**src/rtl/srm_pkg.sv**
```systemverilog
package srm_pkg;
  localparam int WORD_W = 32;

  localparam logic [3:0] A_EVT_LO = 4'd0;
  localparam logic [3:0] A_IEN_LO = 4'd2;
  localparam logic [3:0] A_PND_LO = 4'd4;
  localparam logic [3:0] A_QEVT   = 4'd6;
  localparam logic [3:0] A_MSK_LO = 4'd8;
  localparam logic [3:0] A_QMSK   = 4'd10;

  // Bits with a 1 in lanes take the new value; others keep the old one.
  function automatic logic [WORD_W-1:0] merge_masked(input logic [WORD_W-1:0] old_v,
                                                     input logic [WORD_W-1:0] new_v,
                                                     input logic [WORD_W-1:0] lanes);
    return (old_v & ~lanes) | (new_v & lanes);
  endfunction

  // Read view: positions outside lanes are forced to zero.
  function automatic logic [WORD_W-1:0] view_masked(input logic [WORD_W-1:0] val,
                                                    input logic [WORD_W-1:0] lanes);
    return val & lanes;
  endfunction
endpackage

```
**src/rtl/srm_mask_bank.sv**
```systemverilog
module srm_mask_bank import srm_pkg::*; #(
  parameter int NUM_REGION = 4,
  parameter int NUM_CH     = 64,
  parameter int NUM_QCH    = 4,
  parameter int RGN_W      = 2
) (
  input  logic                         clk,
  input  logic                         rst_n,
  input  logic                         wr_en,
  input  logic [3:0]                   wr_addr,
  input  logic [RGN_W-1:0]             wr_region,
  input  logic [WORD_W-1:0]            wdata,
  output logic [NUM_REGION*NUM_CH-1:0]  mask_flat,
  output logic [NUM_REGION*NUM_QCH-1:0] qmask_flat
);
  localparam int NUM_WORD = NUM_CH / WORD_W;

  for (genvar r = 0; r < NUM_REGION; r++) begin : g_rgn
    logic hit;
    assign hit = wr_en && (wr_region == RGN_W'(r));

    for (genvar w = 0; w < NUM_WORD; w++) begin : g_word
      always_ff @(posedge clk or negedge rst_n) begin
        if (!rst_n)
          mask_flat[r*NUM_CH + w*WORD_W +: WORD_W] <= '0;
        else if (hit && wr_addr == A_MSK_LO + 4'(w))
          mask_flat[r*NUM_CH + w*WORD_W +: WORD_W] <= wdata;
      end
    end

    always_ff @(posedge clk or negedge rst_n) begin
      if (!rst_n)
        qmask_flat[r*NUM_QCH +: NUM_QCH] <= '0;
      else if (hit && wr_addr == A_QMSK)
        qmask_flat[r*NUM_QCH +: NUM_QCH] <= wdata[NUM_QCH-1:0];
    end
  end
endmodule

```
**src/rtl/srm_chan_regs.sv**
```systemverilog
module srm_chan_regs import srm_pkg::*; #(
  parameter int NUM_CH  = 64,
  parameter int NUM_QCH = 4
) (
  input  logic               clk,
  input  logic               rst_n,
  input  logic               wr_en,
  input  logic [3:0]         wr_addr,
  input  logic [WORD_W-1:0]  wdata,
  input  logic [WORD_W-1:0]  lanes,
  input  logic [NUM_CH-1:0]  cmpl_set,
  output logic [NUM_CH-1:0]  evt_q,
  output logic [NUM_CH-1:0]  ien_q,
  output logic [NUM_CH-1:0]  ipend_q,
  output logic [NUM_QCH-1:0] qevt_q
);
  localparam int NUM_WORD = NUM_CH / WORD_W;

  for (genvar w = 0; w < NUM_WORD; w++) begin : g_word
    localparam int LO = w*WORD_W;
    logic wr_evt, wr_ien, wr_pnd;
    logic [WORD_W-1:0] pnd_base;

    assign wr_evt = wr_en && wr_addr == A_EVT_LO + 4'(w);
    assign wr_ien = wr_en && wr_addr == A_IEN_LO + 4'(w);
    assign wr_pnd = wr_en && wr_addr == A_PND_LO + 4'(w);
    assign pnd_base = wr_pnd ? merge_masked(ipend_q[LO +: WORD_W], wdata, lanes)
                             : ipend_q[LO +: WORD_W];

    always_ff @(posedge clk or negedge rst_n) begin
      if (!rst_n) begin
        evt_q[LO +: WORD_W]   <= '0;
        ien_q[LO +: WORD_W]   <= '0;
        ipend_q[LO +: WORD_W] <= '0;
      end else begin
        if (wr_evt) evt_q[LO +: WORD_W] <= merge_masked(evt_q[LO +: WORD_W], wdata, lanes);
        if (wr_ien) ien_q[LO +: WORD_W] <= merge_masked(ien_q[LO +: WORD_W], wdata, lanes);
        // completion strobes win over a same-cycle clearing write
        ipend_q[LO +: WORD_W] <= pnd_base | cmpl_set[LO +: WORD_W];
      end
    end
  end

  always_ff @(posedge clk or negedge rst_n) begin
    if (!rst_n)
      qevt_q <= '0;
    else if (wr_en && wr_addr == A_QEVT)
      qevt_q <= (qevt_q & ~lanes[NUM_QCH-1:0]) | (wdata[NUM_QCH-1:0] & lanes[NUM_QCH-1:0]);
  end
endmodule

```
**src/rtl/srm_irq_reduce.sv**
```systemverilog
module srm_irq_reduce #(
  parameter int NUM_REGION = 4,
  parameter int NUM_CH     = 64
) (
  input  logic [NUM_CH-1:0]            ipend,
  input  logic [NUM_CH-1:0]            ien,
  input  logic [NUM_REGION*NUM_CH-1:0] mask_flat,
  output logic [NUM_REGION-1:0]        irq
);
  for (genvar r = 0; r < NUM_REGION; r++) begin : g_rgn
    assign irq[r] = |(ipend & ien & mask_flat[r*NUM_CH +: NUM_CH]);
  end
endmodule

```
**src/rtl/shadow_mask_regfile.sv**
```systemverilog
module shadow_mask_regfile import srm_pkg::*; #(
  parameter int NUM_REGION = 4,
  parameter int NUM_CH     = 64,
  parameter int NUM_QCH    = 4,
  localparam int RGN_W     = $clog2(NUM_REGION)
) (
  input  logic                  clk,
  input  logic                  rst_n,
  input  logic                  req_valid,
  input  logic                  req_write,
  input  logic                  req_global,
  input  logic [RGN_W-1:0]      req_region,
  input  logic [3:0]            req_addr,
  input  logic [WORD_W-1:0]     req_wdata,
  input  logic [NUM_CH-1:0]     cmpl_set,
  output logic                  rd_valid,
  output logic [WORD_W-1:0]     rd_data,
  output logic [NUM_REGION-1:0] irq
);
  // named internal events
  logic                          is_chan, is_mask;
  logic                          chan_wr, mask_wr, acc_rd;
  logic [WORD_W-1:0]             lane_mask, raw_word;
  logic [WORD_W-1:0]             rgn_lo, rgn_hi;
  logic [NUM_QCH-1:0]            rgn_q;
  logic [NUM_REGION*NUM_CH-1:0]  mask_flat;
  logic [NUM_REGION*NUM_QCH-1:0] qmask_flat;
  logic [NUM_CH-1:0]             evt_q, ien_q, ipend_q;
  logic [NUM_QCH-1:0]            qevt_q;

  assign is_chan = req_addr <= A_QEVT;
  assign is_mask = req_addr >= A_MSK_LO && req_addr <= A_QMSK;
  assign chan_wr = req_valid && req_write && is_chan;
  assign mask_wr = req_valid && req_write && req_global && is_mask;
  assign acc_rd  = req_valid && !req_write;

  assign rgn_lo = mask_flat[req_region*NUM_CH +: WORD_W];
  assign rgn_hi = mask_flat[req_region*NUM_CH + WORD_W +: WORD_W];
  assign rgn_q  = qmask_flat[req_region*NUM_QCH +: NUM_QCH];

  always_comb begin
    if (req_global)                lane_mask = '1;
    else if (req_addr == A_QEVT)   lane_mask = WORD_W'(rgn_q);
    else if (is_chan)              lane_mask = req_addr[0] ? rgn_hi : rgn_lo;
    else                           lane_mask = '0;
  end

  always_comb begin
    raw_word = '0;
    if (req_addr == A_QEVT) begin
      raw_word = WORD_W'(qevt_q);
    end else if (is_chan) begin
      case (req_addr[2:1])
        2'd0:    raw_word = evt_q[req_addr[0]*WORD_W +: WORD_W];
        2'd1:    raw_word = ien_q[req_addr[0]*WORD_W +: WORD_W];
        default: raw_word = ipend_q[req_addr[0]*WORD_W +: WORD_W];
      endcase
    end else if (req_addr == A_QMSK) begin
      raw_word = WORD_W'(rgn_q);
    end else if (is_mask) begin
      raw_word = req_addr[0] ? rgn_hi : rgn_lo;
    end
  end

  always_ff @(posedge clk or negedge rst_n) begin
    if (!rst_n) begin
      rd_valid <= 1'b0;
      rd_data  <= '0;
    end else begin
      rd_valid <= acc_rd;
      if (acc_rd) rd_data <= view_masked(raw_word, lane_mask);
    end
  end

  srm_mask_bank #(.NUM_REGION(NUM_REGION), .NUM_CH(NUM_CH), .NUM_QCH(NUM_QCH), .RGN_W(RGN_W)) mask_i (
    .clk(clk), .rst_n(rst_n), .wr_en(mask_wr), .wr_addr(req_addr), .wr_region(req_region),
    .wdata(req_wdata), .mask_flat(mask_flat), .qmask_flat(qmask_flat));

  srm_chan_regs #(.NUM_CH(NUM_CH), .NUM_QCH(NUM_QCH)) chan_i (
    .clk(clk), .rst_n(rst_n), .wr_en(chan_wr), .wr_addr(req_addr), .wdata(req_wdata),
    .lanes(lane_mask), .cmpl_set(cmpl_set), .evt_q(evt_q), .ien_q(ien_q),
    .ipend_q(ipend_q), .qevt_q(qevt_q));

  srm_irq_reduce #(.NUM_REGION(NUM_REGION), .NUM_CH(NUM_CH)) irq_i (
    .ipend(ipend_q), .ien(ien_q), .mask_flat(mask_flat), .irq(irq));
endmodule

```
**config.mk**
```make
export PLATFORM = sky130hd
export DESIGN_NAME = shadow_mask_regfile
export DESIGN_NICKNAME = d
export VERILOG_FILES = /design/src/rtl/srm_pkg.sv /design/src/rtl/srm_mask_bank.sv /design/src/rtl/srm_chan_regs.sv /design/src/rtl/srm_irq_reduce.sv /design/src/rtl/shadow_mask_regfile.sv
export SDC_FILE = /design/constraint.sdc
export NUM_CORES = 1
export LEC_CHECK = 0
export BUFFER_PORTS_ARGS = -buffer_cell sky130_fd_sc_hd__buf_2
export CORE_MARGIN = 1.5
export CORE_UTILIZATION = 60
export CTS_CLUSTER_DIAMETER = 40
export DETAILED_ROUTE_END_ITERATION = 16
export PLACE_DENSITY = 0.78
export SETUP_SLACK_MARGIN = 0.02
export SLEW_MARGIN = 5
export SYNTH_ARGS = -nofsm -noshare
export SYNTH_HDL_FRONTEND = slang
export SYNTH_HIERARCHICAL = 1
export SYNTH_SLANG_ARGS = --single-unit
export TNS_END_PERCENT = 30
```
**constraint.sdc**
```tcl
create_clock -name clk -period 5.34 [get_ports clk]
set_input_delay 0.534 -clock clk [delete_from_list [all_inputs] [get_ports clk]]
set_output_delay 0.534 -clock clk [all_outputs]
set_load 0.02 [all_outputs]
```
==> Word-level counts from Yosys, hierarchy flattened <==
Index checks and enable logic that the tools add are counted.
{ "totals": {"out_inout_bits": 37, "reg_bits": 501, "word_cells": 118, "in_bits": 107} }
{ "op_classes": {"addsub": 1, "shifts": 6, "reduce_logical": 37, "eq_ne": 13, "magnitude_cmp": 3, "bitwise": 26, "n_mux": 11} }
{ "ops": {"columns": ["cell", "n"], "rows": [
  ["$and A64 B64 Y64", 5],
  ["$mux W32", 10],
  ["$and A32 B32 Y32", 8],
  ["$or A32 B32 Y32", 8],
  ["$reduce_or A64 Y1", 4],
  ["$shiftx A256 B10 Y32", 1],
  ["$shiftx A256 B9 Y32", 1],
  ["$shiftx A64 B7 Y32", 3],
  ["$pmux W32 S2", 1],
  ["$not A32 Y32", 1],
  ["$logic_and A1 B1 Y1", 29],
  ["$shiftx A16 B5 Y4", 1],
  ["$eq A4 B3 Y1 const B", 3],
  ["$eq A4 B4 Y1 const B", 3],
  ["$add A8 B6 Y9 const B", 1],
  ["$and A4 B4 Y4", 2],
  ["$eq A4 B2 Y1 const B", 2],
  ["$eq A2 B1 Y1 const B", 2],
  ["$eq A2 B2 Y1 const B", 2],
  ["$eq A4 B1 Y1 const B", 1],
  ["$ge A4 B4 Y1 const B", 1],
  ["$le A4 B3 Y1 const B", 1],
  ["$le A4 B4 Y1 const B", 1],
  ["$logic_not A2 Y1", 2],
  ["4 further kinds", 4]
]} }

==> Logic depth before layout (Yosys ltp) <==
{ "logic_depth": {"word_depth": 11, "mapped_depth": 12, "ltp_nobuf": 7} }

==> Cells and area by module <==
Netlist, hierarchy kept.
{ "by_module_without_submodules": {"columns": ["module", "cells_per_inst", "instances", "seq_area_each_um2", "area_each_um2"], "rows": [
  ["srm_mask_bank", 592, 1, 6806.5, 10253.6],
  ["srm_chan_regs", 778, 1, 4904.7, 8973.6],
  ["shadow_mask_regfile", 461, 1, 825.8, 5471.5],
  ["srm_irq_reduce", 340, 1, 0.0, 1806.7]
]} }

==> Worst setup path after synthesis <==
Ideal clock, no wire load.
{ "synth_path": {"kind": "in2reg", "startpoint": "input req_addr[0]", "endpoint": "register mask_i.mask_flat[33]", "stages": 9, "setup_ps": 128, "required_time_ps": 5212, "setup_slack_ps": 2586, "arrival_time_ps": 2626, "path_buffers": 5, "cell_sequence": "buf_2 buf_2 buf_4 a21oi_1 and4b_1 or4b_2 clkbuf_1 buf_2 mux2_1"} }
{ "synth_via": {"elab_chain_len": 5, "word_cells_on_any_way": 7, "cone_classes": "order compare: 2; eq/ne: 1; reduce/logical: 4"} }
{ "synth_lines": {"columns": ["element", "line_no", "text"], "rows": [
  ["start, declared", "shadow_mask_regfile.sv:13", "input logic [3:0] req_addr,"],
  ["$ge A4 B4 Y1 / $le A4 B4 Y1 (equally long branches)", "shadow_mask_regfile.sv:32", "assign is_mask = req_addr >= A_MSK_LO && req_addr <= A_QMSK;"],
  ["$logic_and A1 B1 Y1 *", "shadow_mask_regfile.sv:32", null],
  ["$logic_and A1 B1 Y1 *", "shadow_mask_regfile.sv:34", "assign mask_wr = req_valid && req_write && req_global && is_mask;"],
  ["named net mask_wr", "shadow_mask_regfile.sv:22", "logic chan_wr, mask_wr, acc_rd;"],
  ["$logic_and A1 B1 Y1 *", "srm_mask_bank.sv:20", "assign hit = wr_en && (wr_region == RGN_W'(r));"],
  ["$logic_and A1 B1 Y1 *", "srm_mask_bank.sv:26", "else if (hit && wr_addr == A_MSK_LO + 4'(w))"],
  ["end signal, assigned by index", "srm_mask_bank.sv:27", "mask_flat[r*NUM_CH + w*WORD_W +: WORD_W] <= wdata;"],
  ["end, declared", "srm_mask_bank.sv:13", "output logic [NUM_REGION*NUM_CH-1:0] mask_flat,"]
]} }
Mark *: on every way through the listed nets, which the timed path passes. The rest lies on a longest branch.
A chain may end at the register's enable or synchronous reset.

==> Worst setup path after layout <==
{ "layout_path": {"startpoint": "register chan_i.ipend_q[26]", "endpoint": "output irq[3]"} }
{ "layout_via": {"elab_chain_len": 3} }
{ "layout_lines": {"columns": ["element", "line_no", "text"], "rows": [
  ["start, declared", "srm_chan_regs.sv:14", "output logic [NUM_CH-1:0] ipend_q,"],
  ["start signal, assigned by index", "srm_chan_regs.sv:39", "ipend_q[LO +: WORD_W] <= pnd_base | cmpl_set[LO +: WORD_W];"],
  ["$and A64 B64 Y64 (2 in a row)", "srm_irq_reduce.sv:11", "assign irq[r] = |(ipend & ien & mask_flat[r*NUM_CH +: NUM_CH]);"],
  ["$reduce_or A64 Y1", "srm_irq_reduce.sv:11", null],
  ["end, declared", "shadow_mask_regfile.sv:18", "output logic [NUM_REGION-1:0] irq"]
]} }
Every way passes these cells.

==> metrics.md <==
| Metric | Value |
|---|---|
| Area Growth Syn to Fin | `13.20%` |
| Via Count | `21060` |
| Final WS setup | `2.137 ns` |
| Longest Clk Path Bufs | `3` |
| CTS tree | `yes` |
| Post-cts resize count | `0` |
| Post-synthesis register bit count | `501` |
| Post-synthesis sequential area ratio | `0.4730` |
| Cts hold-fix bufs | `0` |
| I/O Pins | `144` |
| Die Y | `213.2 um` |
| Fill cells | `3042` |
| Violated checks | `negative hold slack` |
| Core Rows | `76` |
| Leakage | `13.98 nW` |
| Area leader, netlist | `dfrtp_1` |
| DIE AREA | `45450 um2` |
| Post-synth EDFFs | `0` |
| Netlist cell types | `45` |
| Inst Count DP | `2764` |
| Critical R2R Launch | `mask_i/mask_flat[66]$_DFFE_PN0P_` |
| Crit-path cells | `nand3_1, nand4_1, nor4_1, nand4_1, buf_2` |
| Setup tns final | `0 ns` |
| Worst hold-check path type | `input pin to asynchronous set/reset pin` |
| Mapped Avg Cell Area | `12.21 um2` |
| Antenna viol nets, final | `0` |
| Hold Slack | `-0.03982 ns` |
| Top cells by count, synth | `501 x dfrtp_1, 373 x nand3_1, 247 x mux2_2` |
| Max Clk Rate | `312.2 MHz` |
| Cell internal pwr | `0.007425 W` |
| Max-slew violation count | `0` |
| Sw frac | `0.2473` |
| Vias in the first global route | `21150` |
| Synth top area share | `0.4730` |
| Pin count of the biggest net entering global routing | `155` |
| DRT Pass-1 Iters | `8` |
| Antenna violations before repair | `2` |
| Setup WS pre-CTS | `1.673 ns` |
| Detailed placement HPWL | `57920 um` |
| First-pass GRT wire length | `135500 um` |
| Critical Path RT | `4.81 ns` |
| CTS clk-pin slew, worst paths | `0.06 ns` |
| Top cells by area, synth | `dfrtp_1 47%, mux2_2 10%, mux2_1 7.9%, mux4_2 7.8%, nand3_1 7.0%` |
| Final Non-Filler Cells | `2897` |
| Peak supply drop | `277.3 uV` |
| Multi-input gate area in the final layout | `12930 um2` |
| Max cap viols | `0` |
| Total power | `0.009864 W` |
| Final number of setup-violating endpoints | `0` |
| FF-to-FF path depth | `7` |
| Slew at the pin closest to its max-slew limit | `1.306 ns` |
| Placer congestion estimate | `1.023` |
| Initial Utilization | `0.6113` |
| WP data arrival | `2.67 ns` |
| Layout cells sized above 1 | `0.2989` |
| Detailed-route DRC error count | `0` |
| Post-Syn Area | `26510 um2` |
| FF/Latch Area | `12540 um2` |
| Rel. slew slack | `0.1284` |
| Syn Inst Count | `2171` |
| Gate power share | `0.075` |
| Setup Skew | `0.01694 ns` |
| Total track usage | `0.4093` |
| Count leader, synth | `dfrtp_1` |
| Ys Warns | `6` |
| Worst-path fanout max | `6` |
| H-tree Lvls | `3` |
| Pwr dens | `328.8 nW/um2` |
| Switching power | `0.002439 W` |
| DRT Wirelength | `91040 um` |
| Fin. Hold Viols | `14` |
| Syn nets | `2278` |
| CTS root buffer | `clkbuf_16` |
| Worst-skew pair later-pin latency | `0.60 ns` |
| CP Capture Type | `primary output` |
| Setup slack, reg-to-reg | `3.05 ns` |
| 1st-iter DRT viols | `2837` |
| Synth Flop Type | `dfrtp_1` |
| Num CTS Buffers | `73` |
| Slowest cell on crit path | `dfrtp_1` |
| Clk pwr share | `0.514` |
| Port Buf Inserts | `143` |
| Worst setup SP type | `register` |
| Gr ovfl total | `0` |
| Final worst path period share | `0.5998` |
| WL per Instance | `31.43 um` |
| Final min period | `3.203 ns` |
| Max incr delay on CP | `0.45 ns` |
| Critical path type | `register to primary output` |
| Setup Fix Bufs, Post-CTS | `0` |
| ANT cells | `0` |
| Vias/cell | `7.268` |
| Seq pwr share | `0.411` |
| RSZ-0062 raised after global routing | `false` |
| Status | `finished with violations` |
| Crit path top cell by count | `nand4_1` |
| Die X | `213.2 um` |
| Clk sinks | `501` |
| Post-synthesis async set-or-reset flop share | `1.000` |
| Nets | `2361` |
| Core area | `43360 um2` |
-- logic make-up after synthesis --
group / after synthesis / synth area share
DFF: 501 / 0.4730
and+or+nand+nor: 587 / 0.1135
muxes: 612 / 0.3015
buffers and inverters: 220 / 0.04263
AOI/OAI and AO/OA: 251 / 0.06944
-- cell type report --
type	instances	share of cell area
tap	585	0.02440
timing repair buffer	171	0.03332
inverter	57	0.007131
clock buffer	102	0.07344
multi-input combinational	1450	0.4308
sequential	501	0.4178
clock inverter	31	0.01305
-- power groups by stage --
stage | Clock, W | Combinational, W | Sequential [W]
3_5_place_dp | 0 | 0.000722 | 0.00411
2_1_floorplan | 0 | 0.000398 | 0.00408
6_report | 0.00507 | 0.000739 | 0.00405
4_1_cts | 0.00509 | 0.000729 | 0.00404
5_1_grt | 0.00526 | 0.000786 | 0.00406
3_3_place_gp | 0 | 0.000699 | 0.00410
-- cell usage in the layout, fill, tap and decap left out, types with 5 or more instances in the layout --
master / count
a21oi_1: 30
a22oi_1: 36
a311o_1: 56
a31oi_1: 56
buf_2: 139
buf_4: 26
bufinv_16: 7
clkbuf_1: 9
clkbuf_16: 79
clkbuf_8: 15
clkinv_2: 7
clkinv_4: 5
clkinvlp_4: 6
dfrtp_1: 501
inv_1: 56
mux2_1: 187
mux2_2: 247
mux2_4: 34
mux2i_1: 52
mux4_2: 92
nand2_1: 43
nand3_1: 373
nand4_1: 68
nor2_1: 52
nor2_4: 7
nor4_1: 16
o21ai_1: 28
o21bai_1: 28
-- layer usage --
layer  global-route usage  vias up  share of wire  wire, um
met5                    0        -        0.00029        26
met4               0.2203        4          0.055      5047
met2               0.6202     1532           0.45     41320
li1                     -     8472              -         -
met1               0.5408    10690           0.37     33620
met3               0.1081      355           0.12     11030
-- worst max-delay path, delay by kind of cell, from the launching register on --
kind,cells,cell delay [ns]
simple gates,4,1.36
flops,1,0.45
buf+inv,1,0.25
-- metrics by stage --
stage | util | instance area, um2
floorplan | - | 26510
global placement | 0.6321 | 27410
detailed placement | 0.6321 | 27410
CTS | 0.6919 | 30000
global route | 0.6919 | 30000
finish | 0.6919 | 30000
-- how the worst max path moves through the flow --
stage / start / endpoint / slack (ns)
after detailed placement: req_addr[0] / mask_i/mask_flat[35]$_DFFE_PN0P_ / 1.67
after CTS: chan_i/ipend_q[26]$_DFF_PN0_ / irq[2] / 2.24
final: chan_i/ipend_q[26]$_DFF_PN0_ / irq[3] / 2.14
after global placement: req_addr[0] / mask_i/mask_flat[35]$_DFFE_PN0P_ / 1.77
after floorplan: req_addr[0] / mask_i/mask_flat[33]$_DFFE_PN0P_ / 2.59
after global routing: req_addr[0] / register / 1.98
Note: power is estimated with default switching activity, not from simulation.
